[src/rtl/mbox_pkg.sv]
package mbox_pkg;
  localparam int unsigned WORD_W = 64;
  localparam int unsigned HALF_W = 16;

  localparam logic [HALF_W-1:0] FLAG_ACK  = 16'h0100;
  localparam logic [HALF_W-1:0] FLAG_RESP = 16'h0200;

  localparam logic [HALF_W-1:0] STAT_OK  = 16'h0000;
  localparam logic [HALF_W-1:0] STAT_GEN = 16'h00FE;
  localparam logic [HALF_W-1:0] STAT_SEQ = 16'h00FD;

  localparam int unsigned DB_ACK  = 0;
  localparam int unsigned DB_RESP = 1;
  localparam int unsigned DB_RST  = 2;

  typedef enum logic [2:0] {
    S_IDLE, S_SEND, S_RING, S_WAIT, S_READ, S_FIN
  } seq_state_e;

  typedef enum logic [2:0] {
    EV_NONE, EV_RST, EV_ACK, EV_RESP, EV_OTHER
  } db_ev_e;
endpackage

[src/rtl/mbox_seqnum.sv]
module mbox_seqnum #(
  parameter int unsigned SEQ_W = 16
) (
  input  logic             clk_i,
  input  logic             rst_ni,
  input  logic             adv_i,
  output logic [SEQ_W-1:0] seq_o
);
  localparam logic [SEQ_W-1:0] SEQ_FIRST = SEQ_W'(1);

  logic [SEQ_W-1:0] nxt;

  always_comb begin
    nxt = seq_o + SEQ_FIRST;
    if (nxt == '1) nxt = SEQ_FIRST;
  end

  always_ff @(posedge clk_i or negedge rst_ni) begin
    if (!rst_ni)    seq_o <= SEQ_FIRST;
    else if (adv_i) seq_o <= nxt;
  end

  p_seq_legal_r4: assert property (@(posedge clk_i) disable iff (!rst_ni)
    (seq_o != '0) && (seq_o != '1));
endmodule

[src/rtl/mbox_deadline.sv]
module mbox_deadline #(
  parameter int unsigned TM_W    = 32,
  parameter int unsigned TIMEOUT = 1000
) (
  input  logic            clk_i,
  input  logic            rst_ni,
  input  logic            load_i,
  input  logic [TM_W-1:0] now_i,
  output logic            expired_o
);
  localparam logic [TM_W-1:0] SPAN = TM_W'(TIMEOUT);

  logic [TM_W-1:0] dl_q;
  logic [TM_W-1:0] diff;

  always_ff @(posedge clk_i or negedge rst_ni) begin
    if (!rst_ni)     dl_q <= '0;
    else if (load_i) dl_q <= now_i + SPAN;
  end

  // strictly later than the deadline, modulo timer wrap
  assign diff      = now_i - dl_q;
  assign expired_o = !diff[TM_W-1] && (diff != '0);
endmodule

[src/rtl/mbox_dbell_dec.sv]
module mbox_dbell_dec
  import mbox_pkg::*;
#(
  parameter int unsigned DB_W = 8
) (
  input  logic [DB_W-1:0] hdb_i,
  output db_ev_e          ev_o
);
  logic [DB_W-1:0] known;

  always_comb begin
    known          = '0;
    known[DB_ACK]  = 1'b1;
    known[DB_RESP] = 1'b1;
    known[DB_RST]  = 1'b1;
    if (hdb_i[DB_RST])             ev_o = EV_RST;
    else if (hdb_i[DB_ACK])        ev_o = EV_ACK;
    else if (hdb_i[DB_RESP])       ev_o = EV_RESP;
    else if (|(hdb_i & ~known))    ev_o = EV_OTHER;
    else                           ev_o = EV_NONE;
  end
endmodule

[src/rtl/mbox_seq.sv]
module mbox_seq
  import mbox_pkg::*;
#(
  parameter int unsigned SEQ_W   = 16,
  parameter int unsigned DB_W    = 8,
  parameter int unsigned TM_W    = 32,
  parameter int unsigned TIMEOUT = 1000
) (
  input  logic              clk_i,
  input  logic              rst_ni,
  input  logic              req_valid_i,
  input  logic [15:0]       req_cmd_i,
  input  logic [15:0]       req_flags_i,
  input  logic              req_resp_i,
  input  logic [63:0]       req_w1_i,
  input  logic [63:0]       req_w2_i,
  input  logic [63:0]       req_w3_i,
  output logic              req_pop_o,
  output logic              mb_we_o,
  output logic [1:0]        mb_idx_o,
  output logic [63:0]       mb_wdata_o,
  input  logic              mb_err_i,
  output logic              ring_o,
  input  logic [DB_W-1:0]   hdb_i,
  output logic              hdb_clr_o,
  output logic [DB_W-1:0]   hdb_keep_o,
  output logic              rsp_rd_o,
  output logic [1:0]        rsp_idx_o,
  input  logic [63:0]       rsp_data_i,
  input  logic [TM_W-1:0]   timer_i,
  output logic              done_o,
  output logic [15:0]       done_status_o,
  output logic [15:0]       done_seq_o
);
  localparam int unsigned IDX_W    = 2;
  localparam logic [IDX_W-1:0] IDX_LAST = '1;
  localparam int unsigned FAIL_W   = 2;
  localparam logic [FAIL_W-1:0] FAIL_LAST = '1;

  seq_state_e        state_q, state_d;
  logic [IDX_W-1:0]  idx_q, idx_d;
  logic              inflight_q, inflight_d;
  logic              stall_q, stall_d;
  logic [FAIL_W-1:0] fail_q, fail_d;
  logic [SEQ_W-1:0]  cmd_seq_q, cmd_seq_d;
  logic [15:0]       rsp_stat_q, rsp_stat_d;
  logic [15:0]       rsp_seq_q, rsp_seq_d;

  logic              seq_adv, dl_load, expired, fin;
  logic [15:0]       fin_stat;
  logic [SEQ_W-1:0]  seq_now;
  logic [15:0]       hdr_flags;
  db_ev_e            ev;
  logic              unused_rsp;

  assign unused_rsp = ^{rsp_data_i[47:32], rsp_data_i[15:0]};

  mbox_seqnum #(.SEQ_W(SEQ_W)) u_seq (
    .clk_i(clk_i), .rst_ni(rst_ni), .adv_i(seq_adv), .seq_o(seq_now)
  );

  mbox_deadline #(.TM_W(TM_W), .TIMEOUT(TIMEOUT)) u_dl (
    .clk_i(clk_i), .rst_ni(rst_ni), .load_i(dl_load), .now_i(timer_i), .expired_o(expired)
  );

  mbox_dbell_dec #(.DB_W(DB_W)) u_dec (.hdb_i(hdb_i), .ev_o(ev));

  assign hdr_flags  = req_flags_i | FLAG_ACK | (req_resp_i ? FLAG_RESP : 16'h0000);
  assign done_seq_o = 16'(cmd_seq_q);

  always_comb begin
    state_d    = state_q;
    idx_d      = idx_q;
    inflight_d = inflight_q;
    stall_d    = stall_q;
    fail_d     = fail_q;
    cmd_seq_d  = cmd_seq_q;
    rsp_stat_d = rsp_stat_q;
    rsp_seq_d  = rsp_seq_q;
    seq_adv    = 1'b0;
    dl_load    = 1'b0;
    fin        = 1'b0;
    fin_stat   = STAT_OK;
    mb_we_o    = 1'b0;
    mb_idx_o   = idx_q;
    mb_wdata_o = '0;
    ring_o     = 1'b0;
    hdb_clr_o  = 1'b0;
    hdb_keep_o = '1;
    rsp_rd_o   = 1'b0;
    rsp_idx_o  = idx_q;

    unique case (state_q)
      S_IDLE: begin
        if (ev != EV_NONE) begin
          hdb_clr_o = 1'b1;
          stall_d   = 1'b0;
          fail_d    = '0;
          if (ev == EV_ACK)       hdb_keep_o[DB_ACK]  = 1'b0;
          else if (ev == EV_RESP) hdb_keep_o[DB_RESP] = 1'b0;
          else                    hdb_keep_o          = '0;
        end else if (req_valid_i && !stall_q) begin
          state_d = S_SEND;
          idx_d   = '0;
          if (!inflight_q) begin
            seq_adv    = 1'b1;
            cmd_seq_d  = seq_now;
            inflight_d = 1'b1;
          end
        end
      end
      S_SEND: begin
        mb_we_o = 1'b1;
        unique case (idx_q)
          2'd0:    mb_wdata_o = {16'h0000, hdr_flags, 16'(cmd_seq_q), req_cmd_i};
          2'd1:    mb_wdata_o = req_w1_i;
          2'd2:    mb_wdata_o = req_w2_i;
          default: mb_wdata_o = req_w3_i;
        endcase
        if (mb_err_i) begin
          fin = 1'b1;
          fin_stat = STAT_GEN;
        end else if (idx_q == IDX_LAST) state_d = S_RING;
        else idx_d = idx_q + 1'b1;
      end
      S_RING: begin
        ring_o = 1'b1;
        if (mb_err_i) begin
          fin = 1'b1;
          fin_stat = STAT_GEN;
        end else begin
          dl_load = 1'b1;
          fail_d  = '0;
          state_d = S_WAIT;
        end
      end
      S_WAIT: begin
        unique case (ev)
          EV_RST: begin
            hdb_clr_o  = 1'b1;
            hdb_keep_o = '0;
            state_d    = S_IDLE;   // command stays in flight and is re-sent
          end
          EV_ACK: begin
            hdb_clr_o          = 1'b1;
            hdb_keep_o[DB_ACK] = 1'b0;
            if (!req_resp_i) fin = 1'b1;
          end
          EV_RESP: begin
            state_d = S_READ;
            idx_d   = '0;
          end
          EV_OTHER: begin
            hdb_clr_o  = 1'b1;
            hdb_keep_o = '0;
          end
          default: begin
            if (expired) begin
              fin = 1'b1;
              fin_stat = STAT_GEN;
            end
          end
        endcase
      end
      S_READ: begin
        rsp_rd_o = 1'b1;
        if (idx_q == '0) begin
          rsp_stat_d = rsp_data_i[63:48];
          rsp_seq_d  = rsp_data_i[31:16];
        end
        if (idx_q == IDX_LAST) state_d = S_FIN;
        else idx_d = idx_q + 1'b1;
      end
      default: begin
        hdb_clr_o           = 1'b1;
        hdb_keep_o[DB_RESP] = 1'b0;
        fin      = 1'b1;
        fin_stat = (rsp_seq_q == 16'(cmd_seq_q)) ? rsp_stat_q : STAT_SEQ;
      end
    endcase

    if (fin) begin
      state_d    = S_IDLE;
      inflight_d = 1'b0;
      if ((state_q == S_SEND) || (state_q == S_RING)) begin
        if (fail_q == FAIL_LAST) begin
          stall_d = 1'b1;
          fail_d  = '0;
        end else begin
          fail_d = fail_q + 1'b1;
        end
      end
    end
  end

  assign done_o        = fin;
  assign req_pop_o     = fin;
  assign done_status_o = fin_stat;

  always_ff @(posedge clk_i or negedge rst_ni) begin
    if (!rst_ni) begin
      state_q    <= S_IDLE;
      idx_q      <= '0;
      inflight_q <= 1'b0;
      stall_q    <= 1'b0;
      fail_q     <= '0;
      cmd_seq_q  <= '0;
      rsp_stat_q <= '0;
      rsp_seq_q  <= '0;
    end else begin
      state_q    <= state_d;
      idx_q      <= idx_d;
      inflight_q <= inflight_d;
      stall_q    <= stall_d;
      fail_q     <= fail_d;
      cmd_seq_q  <= cmd_seq_d;
      rsp_stat_q <= rsp_stat_d;
      rsp_seq_q  <= rsp_seq_d;
    end
  end

  p_ring_order_r3: assert property (@(posedge clk_i) disable iff (!rst_ni)
    ring_o |-> $past(mb_we_o && (mb_idx_o == IDX_LAST)));

  p_rsp_then_clr_r6: assert property (@(posedge clk_i) disable iff (!rst_ni)
    (rsp_rd_o && (rsp_idx_o == IDX_LAST)) |=> (hdb_clr_o && !hdb_keep_o[DB_RESP] && done_o));

  p_ack_first_r7: assert property (@(posedge clk_i) disable iff (!rst_ni)
    ((state_q == S_WAIT) && hdb_i[DB_ACK] && !hdb_i[DB_RST])
      |-> (hdb_clr_o && !hdb_keep_o[DB_ACK] && hdb_keep_o[DB_RESP]));

  p_reset_clear_r8: assert property (@(posedge clk_i) disable iff (!rst_ni)
    (((state_q == S_IDLE) || (state_q == S_WAIT)) && hdb_i[DB_RST])
      |-> (hdb_clr_o && (hdb_keep_o == '0) && !done_o));

  p_stall_r10: assert property (@(posedge clk_i) disable iff (!rst_ni)
    stall_q |-> !mb_we_o);
endmodule

[config.mk]
export PLATFORM = sky130hd
export DESIGN_NAME = mbox_seq
export DESIGN_NICKNAME = d
export VERILOG_FILES = /design/src/rtl/mbox_pkg.sv /design/src/rtl/mbox_seqnum.sv /design/src/rtl/mbox_deadline.sv /design/src/rtl/mbox_dbell_dec.sv /design/src/rtl/mbox_seq.sv
export SDC_FILE = /design/constraint.sdc
export NUM_CORES = 1
export LEC_CHECK = 0
export ABC_CLOCK_PERIOD_IN_PS = 11100
export CAP_MARGIN = 15
export CORE_AREA = 3 3 171 173
export DETAILED_ROUTE_END_ITERATION = 16
export DIE_AREA = 0 0 174 176
export PLACE_DENSITY = 0.72
export SYNTH_ARGS = -nofsm -noshare
export SYNTH_HDL_FRONTEND = slang
export SYNTH_HIERARCHICAL = 1
export SYNTH_SLANG_ARGS = --single-unit
[constraint.sdc]
create_clock -name clk_i -period 11.1 [get_ports clk_i]
set_input_delay 2.775 -clock clk_i [delete_from_list [all_inputs] [get_ports clk_i]]
set_output_delay 2.775 -clock clk_i [all_outputs]
set_load 0.03 [all_outputs]
# After elaboration in Yosys (flattened, before gate mapping)

Index checks and enable logic that the tools add are counted.

Register bits: 105
Bits in latches: 0
RAM bits: 0
Memory bits (read-only): 0
Output and inout bits: 114
Memories: 0

$add $sub $neg: 5
Multipliers: 0
Div/mod/pow operators: 0
$lt $le $gt $ge: 0
Eq/ne operators: 26
Shift-type cells: 0
Muxes and demuxes: 70
Bitwise gates (word level): 3
Reduce and logical (&&, ||, !) cells: 26

Operator list:

| operator               | count |
|---|---|
| $pmux 64 s3            | 1 |
| $mux 64                | 1 |
| $pmux 16 s3            | 1 |
| $mux 3                 | 11 |
| $add 32x10->32 const B | 1 |
| $mux 16                | 2 |
| $mux 8                 | 4 |
| $reduce_bool 32->1     | 1 |
| $sub 32x32->32         | 1 |
| $mux 1                 | 26 |
| $mux 2                 | 10 |
| $ne 3x3->1 const B     | 6 |
| $add 16x1->16 const B  | 1 |
| $eq 16x16->1           | 1 |
| $eq 16x16->1 const B   | 1 |
| $or 16x10->16          | 1 |
| $pmux 3 s5             | 1 |
| $mux 7                 | 2 |
| $eq 3x2->1 const B     | 4 |
| $pmux 6 s2             | 1 |
| $mux 10                | 1 |
| $ne 2x2->1 const B     | 5 |
| $pmux 1 s3             | 3 |
| $reduce_or 3->1        | 3 |
| 29 further kinds       | 41 |

# Depth between registers and ports, before layout

Depth in word-level cells: 11
Mapped depth: 18

# By module

The synthesis kept the hierarchy.

Modules (own cells, without submodules):

| module         | instances | cells each | area each (um2) | seq. area each (um2) |
|---|---|---|---|---|
| mbox_seq       | 1         | 563        | 4575.6          | 1426.4 |
| mbox_deadline  | 1         | 494        | 3722.3          | 800.8 |
| mbox_seqnum    | 1         | 137        | 1154.9          | 401.6 |
| mbox_dbell_dec | 1         | 7          | 43.8            | 0.0 |

# Worst setup path before layout

Ideal clock, no wire load.

Kind: input port to output port
Start point: input port timer_i[0]
End point: output port req_pop_o
Arrival: 6.677 ns
Data required time: 8.325 ns
Path slack: 1.648 ns
Stages on the path: 18
Buffers on the path: 1
Cells stage by stage: inv_1 -> ha_1 -> fa_1 -> nand2b_1 -> a21oi_4 -> o211ai_1 -> a31oi_1 -> a221o_1 -> a21oi_1 -> o21ai_0 -> xor2_1 -> nor4_2 -> a31oi_1 -> nand2_1 -> o31ai_1 -> a22oi_1 -> a211oi_1 -> buf_4

Longest elaborated chain between the ends: 6

RTL lines:

| item                                                         | line                | text |
|---|---|---|
| start, declared                                              | mbox_seq.sv:30      | `input logic [TM_W-1:0] timer_i,` |
| $sub 32x32->32 *                                             | mbox_deadline.sv:22 | `assign diff = now_i - dl_q;` |
| $reduce_bool 32->1 / $logic_not 1->1 (equally long branches) | mbox_deadline.sv:23 | `assign expired_o = !diff[TM_W-1] && (diff != '0);` |
| $logic_and 1x1->1 *                                          | mbox_deadline.sv:23 |  |
| net expired                                                  | mbox_seq.sv:49      | `logic seq_adv, dl_load, expired, fin;` |
| $mux 1 *                                                     | mbox_seq.sv:158     | `if (expired) begin` |
| $pmux 1 s2 *                                                 | mbox_seq.sv:138     | `unique case (ev)` |
| $pmux 1 s3 *                                                 | mbox_seq.sv:93      | `unique case (state_q)` |
| end, declared                                                | mbox_seq.sv:18      | `output logic req_pop_o,` |

Mark *: on every way through the listed nets, which the timed path passes. The rest lies on a longest branch.

# Worst setup path in the final report

Start point: input port timer_i[0]
End point: output port done_o

Longest elaborated chain between the ends: 6

RTL lines:

| item                                                         | line                | text |
|---|---|---|
| $sub 32x32->32 *                                             | mbox_deadline.sv:22 |  |
| $reduce_bool 32->1 / $logic_not 1->1 (equally long branches) | mbox_deadline.sv:23 |  |
| $logic_and 1x1->1 *                                          | mbox_deadline.sv:23 |  |
| net expired                                                  | mbox_seq.sv:49      |  |
| $mux 1 *                                                     | mbox_seq.sv:158     |  |
| $pmux 1 s2 *                                                 | mbox_seq.sv:138     |  |
| $pmux 1 s3 *                                                 | mbox_seq.sv:93      |  |
| end, declared                                                | mbox_seq.sv:31      | `output logic done_o,` |

Marks and branches as above.

==> out/metrics.yaml <==
outcome:
  outcome: "completed"
critical_path:
  worst-endpoint-required_ns: 8.33
  cp.buffers_inverters: 3
  cp-end-kind: "output pin"
  worst_setup_path_start_kind: "input pin"
  worstPathArrival_ns: 7.75
  rr_worst_depth: 17
  cpPeakStageDelay_ns: 0.63
  cp_slowest_cell: "clkdlybuf4s50_1"
  critPathKind: "input pin to output pin"
  cp_max_fo: 4
  critical-path-top-delay-family: "simple AND/OR/NAND/NOR gates"
  crit_chain: "clkdlybuf4s50_1 -> inv_1 -> ha_1 -> fa_1 -> xor2_1 -> o21ai_0 -> nor4_1 -> o2111ai_1 -> or4_1 -> nor4_1 -> nand4_1 -> or4_1 -> nor4_2 -> a31oi_1 -> nand2_1 -> o31ai_1 -> a22oi_1 -> a211oi_2 -> clkdlybuf4s50_1"
  crit_cells: 19
yosys:
  synth_edf_count: 0
  synthArstFlopShare_pct: 100
  yosysUniqueCellTypes: 83
  netlist_area_mm2: 0.00950
  synth_ff_type: "dfrtp_1"
  ys_seq_area_share_pct: 27.7
  synth_warnings: 6
  postSynthAreaPerCell_um2: 7.91
  synth_xor_area_share_pct: 5.44
  synth.mux.area_fraction_pct: 7.26
  synth_top_family_by_area: "compound AO/OA/AOI/OAI gates"
  syn_inst: 1201
  synthSimpleGateAreaFrac_pct: 21.6
  synth-compound-area-share_pct: 25.6
  synth_seq_cells: 105
  synth_adder_area_share_pct: 5.35
  synth_nets: 1574
routing:
  first_iter_violations: 1204
  wirelength_um: 38800
  ant_nets: 0
  viasPerCell: 5.55
  wl_per_cell_um: 20.0
  drc: 0
  dr.pass1.iters: 7
  vias: 10757
place:
  io_buffers: 413
  gp_congestion: 0.910
  dp_worst_setup_slack_ns: 0.269
  dpl.hpwl_um: 30500
clock_tree:
  clkTransAtPathRegs_ns: 0.08
  ctsHoldBuffers: 0
  root_buffer: "clkbuf_16"
  htree_levels: 3
  numCtsBuffers: 9
  cts_tree: "done"
  clkSinkCount: 105
  postCtsSetupRepairBufs: 0
  clk_latency_ns: 0.37
  cts.repair.resized: 0
  clk_path_buf_depth: 2
pwr:
  powerDensity_mw_per_mm2: 245
  vdd_ir_drop_max_uv: 120
  p_leak_nw: 5.79
layout:
  area.growth.synth_to_final_pct: 48.7
  final_cell_mix: "clkdlybuf4s50_1, nor2_1, a21oi_1"
  fin_util_pct: 50.8
  n_fill_cell: 2662
  fin_nets: 1922
  final_common_cell: "clkdlybuf4s50_1"
  multi_input_area_mm2: 0.00623
  register_area_mm2: 0.00263
  drive_gt1_share_pct: 7.08
grt:
  grt_usage_pct: 23.8
  grt_start_max_net_pins: 81
  grt-ovfl-total: 0
  grt_pass1_vias: 10020
  antenna_found_initial: 15
  grt_pass1_wl_um: 57900
hold_path:
  hp-class: "flip-flop to flip-flop"
  hold_depth: 1
timing:
  hold_viol: 0
  worstMarginPinSlew_ns: 1.03
  max_slew_margin_pct: 31.0
  skew_ns: 0.0158
  fmax_mhz: 95.0
  setup_ws_ns: 0.575
  rsz0062_at_grt: "false"
  period_minus_slack_ns: 10.52
  tns_ns: 0
  period_share_pct: 94.8
  setup_viol: 0
  final_max_slew_viol_count: 0
floorplanning:
  die-area_mm2: 0.0306
  coreArea_mm2: 0.0278
  die_w_um: 174
  io_pins: 447
  die_h_um: 176
  rows: 61
  start_util_pct: 34.2
flow_run:
  max_cap_viol_count: 0
cell families after synthesis:
family,Yosys count
adders and majority gates,40
and+or+nand+nor,432
xor gates and xnor gates,59
DFF,105
buffers and inverters,150
AOI/OAI and AO/OA,356
muxes,59
Yosys cell counts (12+ instances only):
| library cell | number | area (um2) |
|---|---|---|
| a21o_1 | 13 | 97.6 |
| a21oi_1 | 128 | 641 |
| a222oi_1 | 47 | 470 |
| a22oi_1 | 18 | 135 |
| a31oi_1 | 12 | 75.1 |
| and2_1 | 12 | 75.1 |
| buf_1 | 12 | 45.0 |
| clkbuf_1 | 53 | 199 |
| dfrtp_1 | 104 | 2600 |
| ha_1 | 39 | 488 |
| inv_1 | 61 | 229 |
| mux2_2 | 42 | 473 |
| nand2_1 | 74 | 278 |
| nand2b_1 | 15 | 93.8 |
| nand3_1 | 28 | 140 |
| nand4_1 | 18 | 113 |
| nor2_1 | 198 | 743 |
| nor3_1 | 21 | 105 |
| nor4_1 | 13 | 81.3 |
| o21ai_0 | 46 | 230 |
| xnor2_1 | 25 | 219 |
| xor2_1 | 34 | 298 |
worst reg2reg max path: cells and delay by family (launching register included):
family | cells | cell delay [ns]
simple gates | 8 | 2.35
fa+ha+maj | 2 | 0.65
compound gates | 6 | 0.93
xor+xnor | 1 | 0.18
flops | 1 | 0.39
per-layer routing:
metal | share of wire, % | global-route usage, % | vias up
met5 | 0.22 | 0 | -
met4 | 2.3 | 6.10 | 12
met3 | 11 | 9.01 | 63
met2 | 43 | 35.8 | 544
met1 | 43 | 32.2 | 5024
li1 | - | - | 5114
report_power, final:
group | switching, mW | internal (mW)
sequential | 0.143 | 0.523
clock | 0.181 | 0.163
combinational | 1.45 | 1.00
total | 1.77 | 1.69
final timing paths:
path	startpoint	to	slack, ns
max reg2reg	u_dl/dl_q[0]	state_q[1]	6.52
max	timer_i[0]	done_o	0.58
min reg2reg	rsp_stat_q[13]	rsp_stat_q[13]	0.51
max in group asynchronous	rst_ni	done_seq_o[5]	7.46
min	rsp_stat_q[13]	rsp_stat_q[13]	0.51
min in group asynchronous	rst_ni	u_dl/dl_q[15]	2.37
metrics by stage:
stage | hold slack, ns | cell area, um2 | power (mW) | std cells
after floorplan | 0.470 | 9500 | 2.29 | 1201
after global placement | 0.484 | 13800 | 3.05 | 1916
after detailed placement | 0.491 | 13800 | 3.09 | 1916
after CTS | 0.509 | 14100 | 3.45 | 1932
after global routing | 0.531 | 14100 | 3.71 | 1934
final | 0.506 | 14100 | 3.46 | 1937
flip-flops by register name (all words and copies together) (netlist names):
| signal | cells |
|---|---|
| u_dl/dl_q | 32 |
| rsp_stat_q | 16 |
| inflight_q | 1 |
| rsp_seq_q | 16 |
| state_q | 3 |
| u_seq/seq_o | 16 |
| done_seq_o | 16 |
| fail_q | 2 |
| stall_q | 1 |
| mb_idx_o | 2 |
final cells by class:
type | count | area share (%)
clock inverter | 7 | 0.664
tap | 378 | 3.35
inverter | 61 | 1.62
timing repair buffer | 426 | 29.9
antenna | 5 | 0.0886
sequential | 105 | 18.6
multi-input combinational | 946 | 44.1
clock buffer | 9 | 1.59
Power figures use the tool's default switching activity.
